<file path="src/rtl/sem_pkg.sv">
package sem_pkg;
  typedef enum logic [1:0] {
    SEM_FREE  = 2'd0,
    SEM_LEFT  = 2'd1,
    SEM_RIGHT = 2'd2
  } sem_owner_e;
endpackage

</file>
<file path="src/rtl/sem_req_bank.sv">
module sem_req_bank #(
  parameter int NUM_FLAGS = 8,
  localparam int IDX_W = (NUM_FLAGS > 1) ? $clog2(NUM_FLAGS) : 1
) (
  input  logic                 clk,
  input  logic                 rst_n,
  input  logic                 cs,
  input  logic                 wr,
  input  logic [IDX_W-1:0]     idx,
  input  logic                 wdat,
  output logic [NUM_FLAGS-1:0] want_nxt
);
  logic [NUM_FLAGS-1:0] want_q;

  for (genvar g = 0; g < NUM_FLAGS; g++) begin : g_req
    logic hit;
    assign hit = cs && wr && (idx == IDX_W'(g));
    // request is active when a zero was written
    assign want_nxt[g] = hit ? ~wdat : want_q[g];

    always_ff @(posedge clk or negedge rst_n) begin
      if (!rst_n) want_q[g] <= 1'b0;
      else        want_q[g] <= want_nxt[g];
    end
  end
endmodule

</file>
<file path="src/rtl/sem_flag_cell.sv">
module sem_flag_cell
  import sem_pkg::*;
(
  input  logic clk,
  input  logic rst_n,
  input  logic want_l,
  input  logic want_r,
  output logic own_l,
  output logic own_r
);
  sem_owner_e st_q, st_d;

  always_comb begin
    st_d = st_q;
    unique case (st_q)
      SEM_FREE: begin
        if (want_l)      st_d = SEM_LEFT;
        else if (want_r) st_d = SEM_RIGHT;
      end
      SEM_LEFT: begin
        if (!want_l) st_d = want_r ? SEM_RIGHT : SEM_FREE;
      end
      SEM_RIGHT: begin
        if (!want_r) st_d = want_l ? SEM_LEFT : SEM_FREE;
      end
      default: st_d = SEM_FREE;
    endcase
  end

  always_ff @(posedge clk or negedge rst_n) begin
    if (!rst_n) st_q <= SEM_FREE;
    else        st_q <= st_d;
  end

  assign own_l = (st_q == SEM_LEFT);
  assign own_r = (st_q == SEM_RIGHT);
endmodule

</file>
<file path="src/rtl/sem_read_port.sv">
module sem_read_port #(
  parameter int NUM_FLAGS = 8,
  parameter int DATA_W    = 8,
  localparam int IDX_W = (NUM_FLAGS > 1) ? $clog2(NUM_FLAGS) : 1
) (
  input  logic                 cs,
  input  logic                 rd,
  input  logic [IDX_W-1:0]     idx,
  input  logic [NUM_FLAGS-1:0] owned,
  output logic [DATA_W-1:0]    rdat
);
  logic sel_own;
  assign sel_own = (int'(idx) < NUM_FLAGS) ? owned[idx] : 1'b0;
  assign rdat    = (cs && rd) ? {DATA_W{~sel_own}} : {DATA_W{1'b1}};
endmodule

</file>
<file path="src/rtl/dual_sem_unit.sv">
module dual_sem_unit #(
  parameter int NUM_FLAGS = 8,
  parameter int DATA_W    = 8,
  localparam int IDX_W = (NUM_FLAGS > 1) ? $clog2(NUM_FLAGS) : 1
) (
  input  logic              clk,
  input  logic              rst_n,
  input  logic              l_cs,
  input  logic              l_wr,
  input  logic              l_rd,
  input  logic [IDX_W-1:0]  l_idx,
  input  logic              l_wdat,
  output logic [DATA_W-1:0] l_rdat,
  input  logic              r_cs,
  input  logic              r_wr,
  input  logic              r_rd,
  input  logic [IDX_W-1:0]  r_idx,
  input  logic              r_wdat,
  output logic [DATA_W-1:0] r_rdat
);
  logic [NUM_FLAGS-1:0] want_l, want_r;
  logic [NUM_FLAGS-1:0] own_l, own_r;

  sem_req_bank #(.NUM_FLAGS(NUM_FLAGS)) u_req_l (
    .clk(clk), .rst_n(rst_n), .cs(l_cs), .wr(l_wr),
    .idx(l_idx), .wdat(l_wdat), .want_nxt(want_l)
  );

  sem_req_bank #(.NUM_FLAGS(NUM_FLAGS)) u_req_r (
    .clk(clk), .rst_n(rst_n), .cs(r_cs), .wr(r_wr),
    .idx(r_idx), .wdat(r_wdat), .want_nxt(want_r)
  );

  for (genvar g = 0; g < NUM_FLAGS; g++) begin : g_flag
    sem_flag_cell u_cell (
      .clk(clk), .rst_n(rst_n),
      .want_l(want_l[g]), .want_r(want_r[g]),
      .own_l(own_l[g]), .own_r(own_r[g])
    );
  end

  sem_read_port #(.NUM_FLAGS(NUM_FLAGS), .DATA_W(DATA_W)) u_rd_l (
    .cs(l_cs), .rd(l_rd), .idx(l_idx), .owned(own_l), .rdat(l_rdat)
  );

  sem_read_port #(.NUM_FLAGS(NUM_FLAGS), .DATA_W(DATA_W)) u_rd_r (
    .cs(r_cs), .rd(r_rd), .idx(r_idx), .owned(own_r), .rdat(r_rdat)
  );
endmodule

</file>
<file path="config.mk">
export PLATFORM = sky130hd
export DESIGN_NAME = dual_sem_unit
export DESIGN_NICKNAME = d
export VERILOG_FILES = /design/src/rtl/sem_pkg.sv /design/src/rtl/sem_req_bank.sv /design/src/rtl/sem_flag_cell.sv /design/src/rtl/sem_read_port.sv /design/src/rtl/dual_sem_unit.sv
export SDC_FILE = /design/constraint.sdc
export NUM_CORES = 1
export LEC_CHECK = 0
export BUFFER_PORTS_ARGS = -buffer_cell sky130_fd_sc_hd__buf_2
export CAP_MARGIN = 20
export CORE_ASPECT_RATIO = 0.8
export CORE_MARGIN = 2
export CORE_UTILIZATION = 25
export CTS_CLUSTER_DIAMETER = 80
export DETAILED_ROUTE_END_ITERATION = 8
export PLACE_DENSITY = 0.46
export SYNTH_ARGS = -nofsm -noshare
export SYNTH_HDL_FRONTEND = slang
export SYNTH_SLANG_ARGS = --single-unit
export TNS_END_PERCENT = 5
</file>
<file path="constraint.sdc">
create_clock -name clk -period 2.7 [get_ports clk]
set_input_delay 0.54 -clock clk [delete_from_list [all_inputs] [get_ports clk]]
set_output_delay 0.54 -clock clk [all_outputs]
set_load 0.01 [all_outputs]
</file>
==> summary.md <==
| Metric | Value |
|---|---|
| Status | finished clean |
| Share of layout cells above drive strength 1 | 23.9% |
| Footprint of the multi-input gates | 835 um2 |
| Max Slew Vio Count | 0 |
| Reg area | 801 um2 |
| Root Buffer | clkbuf_8 |
| WL/cell | 15.2 um |
| Crit-path cells | buf_2 > nand2b_1 > o21ai_0 > mux4_1 > nand3_1 > buf_2 |
| Critical Path Most Common Cell | buf_2 |
| Post-synth EDFFs | 0 |
| Row cnt | 27 |
| FILL cells | 713 |
| Combinational Power Share | 25.3% |
| Synth Warn # | 0 |
| Unrepaired setup endpoints after global routing | false |
| Most used DFF post-synth | dfrtp_1 |
| Met1 Resource Use GR | 16.9% |
| Worst Slack Setup Final | 0.247 ns |
| Grt ovf | 0 |
| Die Y | 79.9 um |
| Clock sink count | 32 |
| CP arrival | 1.91 ns |
| Pleak | 0.911 nW |
| DP Wirelength | 3390 um |
| Syn avg cell area | 9.73 um2 |
| P_int | 967 uW |
| Max clock buf depth | 2 |
| Psw | 443 uW |
| CTS Buf Count | 5 |
| Clock transition at path regs | 0.07 ns |
| DRC viols | 0 |
| Clock power share | 27.7% |
| First-pass GRT wire length | 7130 um |
| Post-Route WL | 4430 um |
| Vias in the first global route | 1354 |
| Crit-path slowest cell | mux4_1 |
| Antenna Diode Count | 0 |
| Number of register bits inferred by synthesis | 32 |
| Number of cells on the worst reg-to-reg path | 3 |
| Startpoint Class | primary input |
| Critical path class | in -> out |
| Critical path fanouts, max | 16 |
| PostCTS Resize Cnt | 0 |
| Nets | 220 |
| CP peak stage delay | 0.52 ns |
| Core area | 0.00693 mm2 |
| Post-DRT Antenna Nets | 0 |
| Final worst clock skew | 0.00437 ns |
| Final worst-path cycle share | 90.8% |
| Vias/cell | 4.77 |
| Total GRT Usage | 12.0% |
| Busiest grt layer | met2 |
| TritonRoute pass-1 iters | 4 |
| Setup_tns | 0 ns |
| Met2 usage | 17.2% |
| Critical Path End Type | output port |
| Fin util | 29.0% |
| Post-synthesis cell count | 185 |
| RePlAce Congestion | 0.803 |
| Worst Path Required | 2.16 ns |
| Yosys cell types | 46 |
| Vias | 1393 |
| Postcts setup bufs | 0 |
| Die ar. | 0.00790 mm2 |
| Initial Utilization | 26.0% |
| Hold Crit Class | in -> async |
| # H-tree levels | 2 |
| Seq/Total Area, Yosys | 44.5% |
| CTS tree | done |
| Dpl ws | 0.218 ns |
| Reg power frac | 47.0% |
| Hold-fix buffers at CTS | 0 |
| Worst Tran Pin Value | 0.750 ns |
| Initial antenna violation count | 0 |
| Die X | 98.8 um |
| Syn Nets | 201 |
| Top Ports | 32 |
| Minimum clock period | 2.45 ns |
| Max Cap Viol | 0 |
| Area grow syn2layout | 11.6% |
| # port buffers | 31 |
| Worst skew pair latency | 0.28 ns |
| Achievable Freq | 0.408 GHz |
| GRT met3 Usage | 3.33% |
| Power Dens Cells | 702 mW/mm2 |
| VDD IR max | 0.210 mV |
| Hold violation count in the final report | 0 |
| Synth Cell Area | 0.00180 mm2 |
| Sw Share | 31.4% |
| Max-slew headroom | 50.0% |
| Final setup viols | 0 |
| Async S/R FF share, synth | 100% |
| Largest net degree at the start of global routing | 33 |
| Iter 0 DRT Violations | 49 |
cells in the mapped netlist, drive strengths merged (2+ instances only):
| cell | number | area (um2) |
|---|---|---|
| a221oi | 2 | 17.5 |
| and4b | 2 | 21.3 |
| a21oi | 13 | 68.8 |
| a22oi | 3 | 32.5 |
| a22o | 4 | 35.0 |
| o21a | 2 | 15.0 |
| nand3 | 4 | 20.0 |
| inv | 3 | 11.3 |
| nor2 | 5 | 21.3 |
| dfrtp | 32 | 801 |
| a221o | 4 | 40.0 |
| mux4 | 2 | 48.8 |
| and2b | 2 | 15.0 |
| nand2b | 5 | 31.3 |
| a21boi | 4 | 30.0 |
| o21ai | 9 | 45.0 |
| a21bo | 3 | 30.0 |
| nor2b | 5 | 31.3 |
| nand2 | 37 | 139 |
| buf | 20 | 153 |
| nand3b | 8 | 60.1 |
worst max-delay path: cells and delay by family:
| family | cells | cell delay (ns) |
|---|---|---|
| compound gates | 1 | 0.06 |
| mux | 1 | 0.52 |
| buf+inv | 2 | 0.44 |
| simple gates | 2 | 0.34 |
final cells by class:
type                       count  area share (%)
clock buffer                   8            4.49
multi-input combinational    130            41.6
tap                           87            5.42
sequential                    32            39.9
timing repair buffer          32            8.10
inverter                       3           0.561
registers in the layout (all words and copies together), names as in the netlist:
signal / cells
g_flag.u_cell.st_q: 16
u_req_r.want_q: 8
u_req_l.want_q: 8
cells by family after synthesis:
group | synth area share, %
flops | 44.5
compound gates | 20.9
mux | 2.71
buf+inv | 9.11
simple gates | 22.8
power by group through the flow:
stage	clock, mW	sequential (mW)	combinational (mW)
finish	0.390	0.662	0.357
global route	0.418	0.679	0.403
CTS	0.396	0.663	0.364
detailed placement	0	0.670	0.363
global placement	0	0.677	0.360
floorplan	0	0.646	0.284
through the flow:
step / instances / cell area (um2) / hold slack (ns) / total power [mW]
CTS: 292 / 2010 / 0.349 / 1.42
global placement: 284 / 1920 / 0.488 / 1.04
detailed placement: 284 / 1920 / 0.484 / 1.03
floorplan: 185 / 1800 / 0.244 / 0.930
global route: 292 / 2010 / 0.387 / 1.50
finish: 292 / 2010 / 0.313 / 1.41
placed cells by master, fill, tap and decap left out, drive strengths merged, types with 3 or more instances in the layout:
cell type,count
nand2,37
dfrtp,32
nand3,4
buf,32
a21bo,3
nand2b,5
a22oi,3
clkbuf,8
a22o,4
a221o,4
nor2b,5
nand3b,8
a21oi,13
nor2,5
o21ai,9
a21boi,4
inv,3
final timing paths:
kind	startpoint	to	slack, ns
setup / recovery	l_idx[0]	l_rdat[5]	0.25
hold / removal	rst_n	u_req_l.want_q[5]$_DFF_PN0_	0.31
setup reg to reg	u_req_l.want_q[2]$_DFF_PN0_	g_flag[2].u_cell.st_q[0]$_DFFE_PN0P_	1.78
hold reg to reg	g_flag[4].u_cell.st_q[1]$_DFFE_PN0P_	g_flag[4].u_cell.st_q[0]$_DFFE_PN0P_	0.50
max in group asynchronous	rst_n	u_req_l.want_q[1]$_DFF_PN0_	1.90
min in group clk	g_flag[4].u_cell.st_q[1]$_DFFE_PN0P_	g_flag[4].u_cell.st_q[0]$_DFFE_PN0P_	0.50
layer usage:
metal / part of all wire, % / routed length [um]
met4: 2.5 / 112
met2: 42 / 1840
met1: 52 / 2310
met5: 0 / 0
met3: 3.7 / 164
No activity file was read; power rests on OpenSTA's default activity.
